[config.mk]
export PLATFORM = sky130hd
export DESIGN_NAME = bus_break_unit
export DESIGN_NICKNAME = d
export VERILOG_FILES = /design/src/rtl/brk_pkg.sv /design/src/rtl/brk_cfg_regs.sv /design/src/rtl/brk_addr_stage.sv /design/src/rtl/brk_data_stage.sv /design/src/rtl/bus_break_unit.sv
export SDC_FILE = /design/constraint.sdc
export NUM_CORES = 1
export LEC_CHECK = 0
export BUFFER_PORTS_ARGS = -buffer_cell sky130_fd_sc_hd__buf_2
export CELL_PAD_IN_SITES_DETAIL_PLACEMENT = 1
export CELL_PAD_IN_SITES_GLOBAL_PLACEMENT = 1
export CORE_MARGIN = 2
export CORE_UTILIZATION = 37
export DETAILED_ROUTE_END_ITERATION = 12
export PLACE_DENSITY_LB_ADDON = 0.1
export RECOVER_POWER = 100
export SLEW_MARGIN = 25
export SYNTH_ARGS = -nofsm -noshare
export SYNTH_HDL_FRONTEND = slang
export SYNTH_SLANG_ARGS = --single-unit
[constraint.sdc]
create_clock -name clk -period 1.3 [get_ports clk]
set_input_delay 0.195 -clock clk [delete_from_list [all_inputs] [get_ports clk]]
set_output_delay 0.195 -clock clk [all_outputs]
set_load 0.05 [all_outputs]
[src/rtl/brk_pkg.sv]
// Shared types and helpers for the bus-cycle break comparator.
// Assumes a 3-bit register offset space and fixed control field layout.
package brk_pkg;

    localparam int CFG_AW = 3;

    typedef enum logic [CFG_AW-1:0] {
        REG_ACMP = 3'd0,
        REG_AMSK = 3'd1,
        REG_DCMP = 3'd2,
        REG_DMSK = 3'd3,
        REG_CTRL = 3'd4,
        REG_STAT = 3'd5
    } brk_reg_e;

    // Qualifier byte, packed so that master sits in bits [1:0].
    typedef struct packed {
        logic [1:0] size;
        logic [1:0] dir;
        logic [1:0] kind;
        logic [1:0] master;
    } qual_t;

    localparam int QUAL_W = $bits(qual_t);
    localparam int IEN_BIT = QUAL_W;

    // Two-option qualifier: code bit 0 admits the first option, bit 1 the second,
    // code 00 admits both.
    function automatic logic pair_ok(input logic [1:0] code, input logic first_opt);
        return (code == 2'b00) || (code[0] && first_opt) || (code[1] && !first_opt);
    endfunction

    // Size qualifier: 00 any, otherwise code-1 must equal the bus size code.
    function automatic logic size_ok(input logic [1:0] code, input logic [1:0] sz);
        return (code == 2'b00) || ((code - 2'd1) == sz);
    endfunction

endpackage

[src/rtl/brk_cfg_regs.sv]
// Condition register file of the break comparator.
// Holds compare values, masks, qualifiers and the interrupt enable; turns a
// write of one to the status offset into a single-clock clear request.
// Assumes REG_W >= ADDR_W, DATA_W and >= 9.
module brk_cfg_regs
    import brk_pkg::*;
#(
    parameter int ADDR_W = 32,
    parameter int DATA_W = 32,
    parameter int REG_W  = 32
) (
    input  logic              clk,
    input  logic              rst_n,
    input  logic              cfg_we,
    input  logic [CFG_AW-1:0] cfg_addr,
    input  logic [REG_W-1:0]  cfg_wdata,
    output logic [ADDR_W-1:0] acmp,
    output logic [ADDR_W-1:0] amsk,
    output logic [DATA_W-1:0] dcmp,
    output logic [DATA_W-1:0] dmsk,
    output qual_t             qual,
    output logic              ien,
    output logic              clr_req
);

    logic hit_acmp, hit_amsk, hit_dcmp, hit_dmsk, hit_ctrl, hit_stat;

    // Offset decode for the write port.
    always_comb begin
        hit_acmp = cfg_we && (cfg_addr == REG_ACMP);
        hit_amsk = cfg_we && (cfg_addr == REG_AMSK);
        hit_dcmp = cfg_we && (cfg_addr == REG_DCMP);
        hit_dmsk = cfg_we && (cfg_addr == REG_DMSK);
        hit_ctrl = cfg_we && (cfg_addr == REG_CTRL);
        hit_stat = cfg_we && (cfg_addr == REG_STAT);
    end

    // Address compare value and mask.
    always_ff @(posedge clk) begin
        if (!rst_n) begin
            acmp <= '0;
            amsk <= '0;
        end else begin
            if (hit_acmp) acmp <= cfg_wdata[ADDR_W-1:0];
            if (hit_amsk) amsk <= cfg_wdata[ADDR_W-1:0];
        end
    end

    // Data compare value and mask.
    always_ff @(posedge clk) begin
        if (!rst_n) begin
            dcmp <= '0;
            dmsk <= '0;
        end else begin
            if (hit_dcmp) dcmp <= cfg_wdata[DATA_W-1:0];
            if (hit_dmsk) dmsk <= cfg_wdata[DATA_W-1:0];
        end
    end

    // Qualifier byte and interrupt enable.
    always_ff @(posedge clk) begin
        if (!rst_n) begin
            qual <= '0;
            ien  <= 1'b0;
        end else if (hit_ctrl) begin
            qual <= qual_t'(cfg_wdata[QUAL_W-1:0]);
            ien  <= cfg_wdata[IEN_BIT];
        end
    end

    // Clear request, valid in the write clock only.
    always_comb clr_req = hit_stat && cfg_wdata[0];

endmodule

[src/rtl/brk_addr_stage.sv]
// Address-phase comparator of the break unit.
// Evaluates the masked address and the four qualifiers in the bus_start
// clock and holds the verdict and the fetch attribute until the cycle ends.
// Assumes cycles do not overlap; a zero-wait cycle bypasses the hold register.
module brk_addr_stage
    import brk_pkg::*;
#(
    parameter int ADDR_W = 32
) (
    input  logic              clk,
    input  logic              rst_n,
    input  logic              bus_start,
    input  logic [ADDR_W-1:0] bus_addr,
    input  logic              bus_cpu,
    input  logic              bus_fetch,
    input  logic              bus_write,
    input  logic [1:0]        bus_size,
    input  logic [ADDR_W-1:0] acmp,
    input  logic [ADDR_W-1:0] amsk,
    input  qual_t             qual,
    output logic              sel_hit,
    output logic              sel_fetch
);

    localparam int NBIN = 3;

    logic [1:0]      codes [NBIN];
    logic            firsts[NBIN];
    logic [NBIN-1:0] bin_ok;
    logic            addr_ok, sz_ok, hit_now;
    logic            pend_hit, pend_fetch;

    // Route the two-option qualifiers to a common decoder.
    always_comb begin
        codes[0]  = qual.master;
        firsts[0] = bus_cpu;
        codes[1]  = qual.kind;
        firsts[1] = bus_fetch;
        codes[2]  = qual.dir;
        firsts[2] = !bus_write;
    end

    for (genvar g = 0; g < NBIN; g++) begin : g_bin
        assign bin_ok[g] = pair_ok(codes[g], firsts[g]);
    end

    // Masked address compare, size check and combined address-phase verdict.
    always_comb begin
        addr_ok = ((bus_addr ^ acmp) & ~amsk) == '0;
        sz_ok   = size_ok(qual.size, bus_size);
        hit_now = addr_ok && sz_ok && (&bin_ok);
    end

    // Hold the address-phase verdict for the rest of the cycle.
    always_ff @(posedge clk) begin
        if (!rst_n) begin
            pend_hit   <= 1'b0;
            pend_fetch <= 1'b0;
        end else if (bus_start) begin
            pend_hit   <= hit_now;
            pend_fetch <= bus_fetch;
        end
    end

    // Live verdict for a zero-wait cycle, held verdict otherwise.
    always_comb begin
        sel_hit   = bus_start ? hit_now   : pend_hit;
        sel_fetch = bus_start ? bus_fetch : pend_fetch;
    end

endmodule

[src/rtl/brk_data_stage.sv]
// Completion-phase comparator and sticky status flag of the break unit.
// Compares data lane by lane for data accesses, combines with the
// address-phase verdict and sets the flag; a hit outranks a clear.
// Assumes DATA_W is a multiple of 8.
module brk_data_stage #(
    parameter int DATA_W = 32
) (
    input  logic              clk,
    input  logic              rst_n,
    input  logic              bus_end,
    input  logic [DATA_W-1:0] bus_data,
    input  logic [DATA_W-1:0] dcmp,
    input  logic [DATA_W-1:0] dmsk,
    input  logic              sel_hit,
    input  logic              sel_fetch,
    input  logic              clr_req,
    output logic              hit_end,
    output logic              flag
);

    localparam int LANES = DATA_W / 8;

    logic [LANES-1:0] lane_ok;
    logic [DATA_W-1:0] diff;

    // Bits that differ and are not masked off.
    always_comb diff = (bus_data ^ dcmp) & ~dmsk;

    for (genvar l = 0; l < LANES; l++) begin : g_lane
        assign lane_ok[l] = diff[l*8 +: 8] == 8'h00;
    end

    // Final match at completion; fetches skip the data check.
    always_comb hit_end = bus_end && sel_hit && (sel_fetch || (&lane_ok));

    // Sticky flag: set on a hit, cleared on request, hit wins.
    always_ff @(posedge clk) begin
        if (!rst_n)       flag <= 1'b0;
        else if (hit_end) flag <= 1'b1;
        else if (clr_req) flag <= 1'b0;
    end

endmodule

[src/rtl/bus_break_unit.sv]
// Top of the bus-cycle break comparator.
// Wires the condition registers, the address-phase and completion-phase
// comparators, and gates the status flag into the interrupt request.
// Assumes one monitored cycle in flight at a time.
module bus_break_unit
    import brk_pkg::*;
#(
    parameter int ADDR_W = 32,
    parameter int DATA_W = 32,
    localparam int REG_W = (ADDR_W > DATA_W) ? ADDR_W : DATA_W
) (
    input  logic              clk,
    input  logic              rst_n,
    input  logic              cfg_we,
    input  logic [CFG_AW-1:0] cfg_addr,
    input  logic [REG_W-1:0]  cfg_wdata,
    input  logic              bus_start,
    input  logic              bus_end,
    input  logic [ADDR_W-1:0] bus_addr,
    input  logic              bus_cpu,
    input  logic              bus_fetch,
    input  logic              bus_write,
    input  logic [1:0]        bus_size,
    input  logic [DATA_W-1:0] bus_data,
    output logic              brk_flag,
    output logic              brk_irq
);

    logic [ADDR_W-1:0] acmp, amsk;
    logic [DATA_W-1:0] dcmp, dmsk;
    qual_t             qual;
    logic              ien, clr_req;
    logic              sel_hit, sel_fetch, hit_end;

    brk_cfg_regs #(.ADDR_W(ADDR_W), .DATA_W(DATA_W), .REG_W(REG_W)) u_regs (
        .clk(clk), .rst_n(rst_n), .cfg_we(cfg_we), .cfg_addr(cfg_addr),
        .cfg_wdata(cfg_wdata), .acmp(acmp), .amsk(amsk), .dcmp(dcmp),
        .dmsk(dmsk), .qual(qual), .ien(ien), .clr_req(clr_req)
    );

    brk_addr_stage #(.ADDR_W(ADDR_W)) u_addr (
        .clk(clk), .rst_n(rst_n), .bus_start(bus_start), .bus_addr(bus_addr),
        .bus_cpu(bus_cpu), .bus_fetch(bus_fetch), .bus_write(bus_write),
        .bus_size(bus_size), .acmp(acmp), .amsk(amsk), .qual(qual),
        .sel_hit(sel_hit), .sel_fetch(sel_fetch)
    );

    brk_data_stage #(.DATA_W(DATA_W)) u_data (
        .clk(clk), .rst_n(rst_n), .bus_end(bus_end), .bus_data(bus_data),
        .dcmp(dcmp), .dmsk(dmsk), .sel_hit(sel_hit), .sel_fetch(sel_fetch),
        .clr_req(clr_req), .hit_end(hit_end), .flag(brk_flag)
    );

    // Interrupt request follows the flag while enabled.
    always_comb brk_irq = brk_flag && ien;

endmodule

==> results_tabular.tex <==
\begin{tabular}{lr}
\hline
Metric & Value \\
\hline
\multicolumn{2}{l}{\textbf{Global route}} \\
\quad Global route overflow & 0 \\
\quad First-pass GRT wire length & 31.15 mm \\
\quad Maximum number of pins on one net before global-route repair & 85 \\
\quad Global-route track usage on met3 & 0.03793 \\
\quad Number of antenna violations at the first check in global routing & 0 \\
\quad Number of global-route vias before repair & 5,802 \\
\quad GR Util met1 & 0.2981 \\
\quad Global router's overall resource usage & 0.2293 \\
\quad Met2 global-route usage & 0.3903 \\
\quad Layer with the highest usage after global routing & met2 \\
\multicolumn{2}{l}{\textbf{STA}} \\
\quad Setup Skew & approximately 0.0084 ns \\
\quad Final setup fails & 5 \\
\quad Final count of pins violating max slew & 0 \\
\quad Unrepaired setup endpoints after global routing & yes \\
\quad Clock period minus final worst setup slack & 1.486 ns \\
\quad Worst Hold Slack & $\sim$0.056 ns \\
\quad Worst slew margin relative to its limit & 0.4444 \\
\quad Number of failing hold endpoints at the final stage & 0 \\
\quad Maximum frequency from static timing analysis & a little under 700 MHz \\
\quad Share of the clock period used by the worst path & 1.143 \\
\quad Crit path setup slack, layout & -0.1856 ns \\
\quad Least-Margin Pin Slew & 0.8334 ns \\
\multicolumn{2}{l}{\textbf{Layout}} \\
\quad Commonest cells after routing, fill and taps aside & 279 x sky130\_fd\_sc\_hd\_\_nand2\_1, 127 x sky130\_fd\_sc\_hd\_\_dfxtp\_1, 106 x sky130\_fd\_sc\_hd\_\_buf\_2 \\
\quad Final \#Nets & 959 \\
\quad Ratio of cells with drive above 1 in the final layout & 0.2494 \\
\quad Synthesis-to-finish area growth & 29.19\% \\
\quad Most common cell after layout, fill and taps aside & sky130\_fd\_sc\_hd\_\_nand2\_1 \\
\multicolumn{2}{l}{\textbf{Floorplan}} \\
\quad \# IOs & 111 \\
\quad Initial Utilization & 0.3757 \\
\quad Die area & around 18,000 sq um \\
\quad Standard-cell rows & between 40 and 50 \\
\quad Core Area & 16,410 sq um \\
\quad Overall die height & 133.1 microns \\
\quad Die Width & 133.1 microns \\
\multicolumn{2}{l}{\textbf{Logic synthesis}} \\
\quad Synthesized instance count & 739 \\
\quad Yosys warnings & 0 \\
\quad Post-synthesis sequential area ratio & 0.4547 \\
\quad Post-synthesis async set-or-reset flop share & 0 \\
\quad Count of state elements after synthesis & 140 \\
\quad Synthesized area divided by synthesized cell count & $\sim$8.3 sq um \\
\quad EDFF count, synth & 0 \\
\quad Unique cell type count in the Yosys netlist & 35 \\
\quad Synthesized cell area & 6163 sq um \\
\quad Ys flop type & sky130\_fd\_sc\_hd\_\_dfxtp\_1 \\
\quad Total nets after synthesis & 849 \\
\multicolumn{2}{l}{\textbf{Placed design}} \\
\quad Half-perimeter wire length after detailed placement & roughly 14 mm \\
\quad RD Place Congestion & 0.7828 \\
\quad Port-buffer cells & 110 \\
\multicolumn{2}{l}{\textbf{Routing}} \\
\quad Initial detailed-routing violation count & 237 \\
\quad Remaining antenna violation count after routing & 0 \\
\quad Via Count & 5,443 \\
\quad Per-cell routed wire length & around 18 microns \\
\quad DRC violations left & 0 \\
\quad Pre-antenna DRT Iters & 4 \\
\quad Routed vias/inst & 5.026 \\
\quad Detailed-route wire length & 19.63 mm \\
\multicolumn{2}{l}{\textbf{Setup path}} \\
\quad Endpoint class of the critical path & register \\
\quad Count of cells along the worst register-to-register path & 6 \\
\quad Start-to-end type of the worst setup path & reg -> reg \\
\quad Cell Chain, Critical Path & xnor2\_2 > o22ai\_2 > nor4\_2 > nand4\_1 > a21boi\_1 > a32o\_1 \\
\quad Required time at the endpoint of the critical path & 1.67 ns \\
\quad Master of the slowest instance on the critical path & sky130\_fd\_sc\_hd\_\_dfxtp\_1 \\
\quad CP Max Fanout & 2 \\
\quad Endpoint arrival time on the critical path & 1.85 ns \\
\quad Kind of launch point of the worst setup path & register \\
\quad Slack of the worst reg-to-reg path & -0.19 ns \\
\quad Biggest cell delay along the critical path & 0.34 ns \\
\quad RR Endpoint & u\_data.flag\$\_SDFFE\_PN0P\_ \\
\quad Critical register-to-register path startpoint & u\_regs.dcmp[27]\$\_SDFFE\_PN0P\_ \\
\multicolumn{2}{l}{\textbf{Clocking}} \\
\quad Clk Tree Root Cell & sky130\_fd\_sc\_hd\_\_clkbuf\_16 \\
\quad Clock latency reported for the late side of the worst-skew pair & 0.43 ns \\
\quad Clock edge transition at the registers on the reported setup and hold paths & 0.06 ns \\
\quad Sink Count & 140 \\
\quad Inserted Clock Buffers & 17 \\
\quad Buffer depth of the longest clock path & 2 \\
\quad Clock tree from TritonCTS & done \\
\quad H-tree lvl count & 4 \\
\multicolumn{2}{l}{\textbf{Job}} \\
\quad Max Cap Violations & 0 \\
\multicolumn{2}{l}{\textbf{Power}} \\
\quad Total Power Consumption & 0.01138 W \\
\quad Max IR drop VDD & about 1100 uV \\
\quad Power per cell area & 1429 nW/um\^{}2 \\
\quad Leakage power & approximately 2.8 nW \\
\multicolumn{2}{l}{\textbf{Worst hold path}} \\
\quad Worst Min Path Start & cfg\_wdata[13] \\
\quad Hold Path Class & in -> reg \\
\quad Worst hold path depth & 3 \\
\quad Endpoint, Worst Hold & u\_regs.dcmp[13]\$\_SDFFE\_PN0P\_ \\
\multicolumn{2}{l}{\textbf{Status}} \\
\quad Status & complete, but fails checks \\
\quad Failing checks & negative setup slack \\
\hline
\end{tabular}
[report_power, final]
part / internal (W) / leakage (nW) / switching, W / total (W)
sequential: 0.00438 / 1.14 / 0.0000583 / 0.00444
clock: 0.00405 / 0.343 / 0.00194 / 0.00599
combinational: 0.000435 / 1.35 / 0.000515 / 0.000950
[layer usage]
| layer | up-vias | share of wire |
|---|---|---|
| li1 | 2667 | - |
| met1 | 2637 | 0.45 |
| met2 | 113 | 0.49 |
| met3 | 26 | 0.039 |
| met4 | 0 | 0.018 |
| met5 | - | 0 |
[flip-flops by register name, indices dropped and copies added (netlist names)]
| signal | flops |
|---|---|
| u_addr.pend_fetch | 1 |
| u_addr.pend_hit | 1 |
| u_data.flag | 1 |
| u_regs.acmp | 32 |
| u_regs.amsk | 32 |
| u_regs.dcmp | 32 |
| u_regs.dmsk | 32 |
| u_regs.ien | 1 |
| u_regs.qual | 8 |
[per-stage QoR]
stage / instance area, sq um / TNS [ns] / instances / utilization / setup WS (ns)
6_report: 7963 / -0.3376 / 1083 / 0.4853 / -0.1856
5_1_grt: 7960 / -2.944 / 1082 / 0.4852 / -0.3189
4_1_cts: 7920 / -0.4298 / 1081 / 0.4827 / -0.2353
3_5_place_dp: 7072 / -0.6965 / 1050 / 0.4310 / -0.4414
3_3_place_gp: 7072 / -0.5250 / 1050 / 0.4310 / -0.3291
2_1_floorplan: 6166 / -0.08590 / 739 / - / -0.08590
[how the worst max path moves through the flow]
stage,slack [ns],end,cells after the start,from
3_5_place_dp,-0.44,u_data.flag$_SDFFE_PN0P_,6,u_regs.dcmp[15]$_SDFFE_PN0P_
3_3_place_gp,-0.33,u_data.flag$_SDFFE_PN0P_,6,u_regs.dcmp[15]$_SDFFE_PN0P_
4_1_cts,-0.24,u_data.flag$_SDFFE_PN0P_,6,u_regs.dcmp[13]$_SDFFE_PN0P_
5_1_grt,-0.32,u_data.flag$_SDFFE_PN0P_,6,u_regs.dcmp[27]$_SDFFE_PN0P_
6_report,-0.19,u_data.flag$_SDFFE_PN0P_,6,u_regs.dcmp[27]$_SDFFE_PN0P_
2_1_floorplan,-0.09,u_data.flag$_SDFFE_PN0P_,8,u_regs.qual[6]$_SDFFE_PN0P_
[final cells by class]
type                    instances  area (sq um)
fillers                      1924          8444
multi-input cells             553          3339
flip-flops and latches        140          2819
repair buffers                135         790.8
clock buffers                  18         439.2
clock inverters                14         289.0
well taps                     220         275.3
inverters                       2         7.507
diodes                          1         2.502
[Yosys cell counts (5+ instances only)]
library cell	instances	share of area
sky130_fd_sc_hd__nand2_1	279	0.17
sky130_fd_sc_hd__dfxtp_1	140	0.45
sky130_fd_sc_hd__a21boi_1	91	0.11
sky130_fd_sc_hd__xnor2_1	64	0.091
sky130_fd_sc_hd__a21boi_0	47	0.057
sky130_fd_sc_hd__o22ai_1	30	0.030
sky130_fd_sc_hd__clkbuf_1	20	0.012
sky130_fd_sc_hd__buf_2	13	0.011
sky130_fd_sc_hd__nor4_1	8	0.0081
sky130_fd_sc_hd__buf_4	5	0.0061
[cell families after synthesis]
logic type | share of synthesized area
AO/OA/AOI/OAI | 0.2079
AND/OR/NAND/NOR | 0.2026
buffers and inverters | 0.03735
multiplexers | 0.001624
XOR/XNOR | 0.09379
flip-flops | 0.4547
adder cells (fa/ha/maj) | 0.002030
[timing repair]
action	4_1_cts	5_1_grt
endpoints found under the setup margin	4	4
setup buffers	0	1
pin swaps	26	18
resized for setup	27	19
hold buffers	0	0
[worst max-delay path, delay by kind of cell (launching register included)]
kind,cells,cell delay (ns)
compound gates,3,0.41
simple gates,2,0.48
xor+xnor,1,0.20
flops,1,0.34
(Power assumes the default switching activity.)
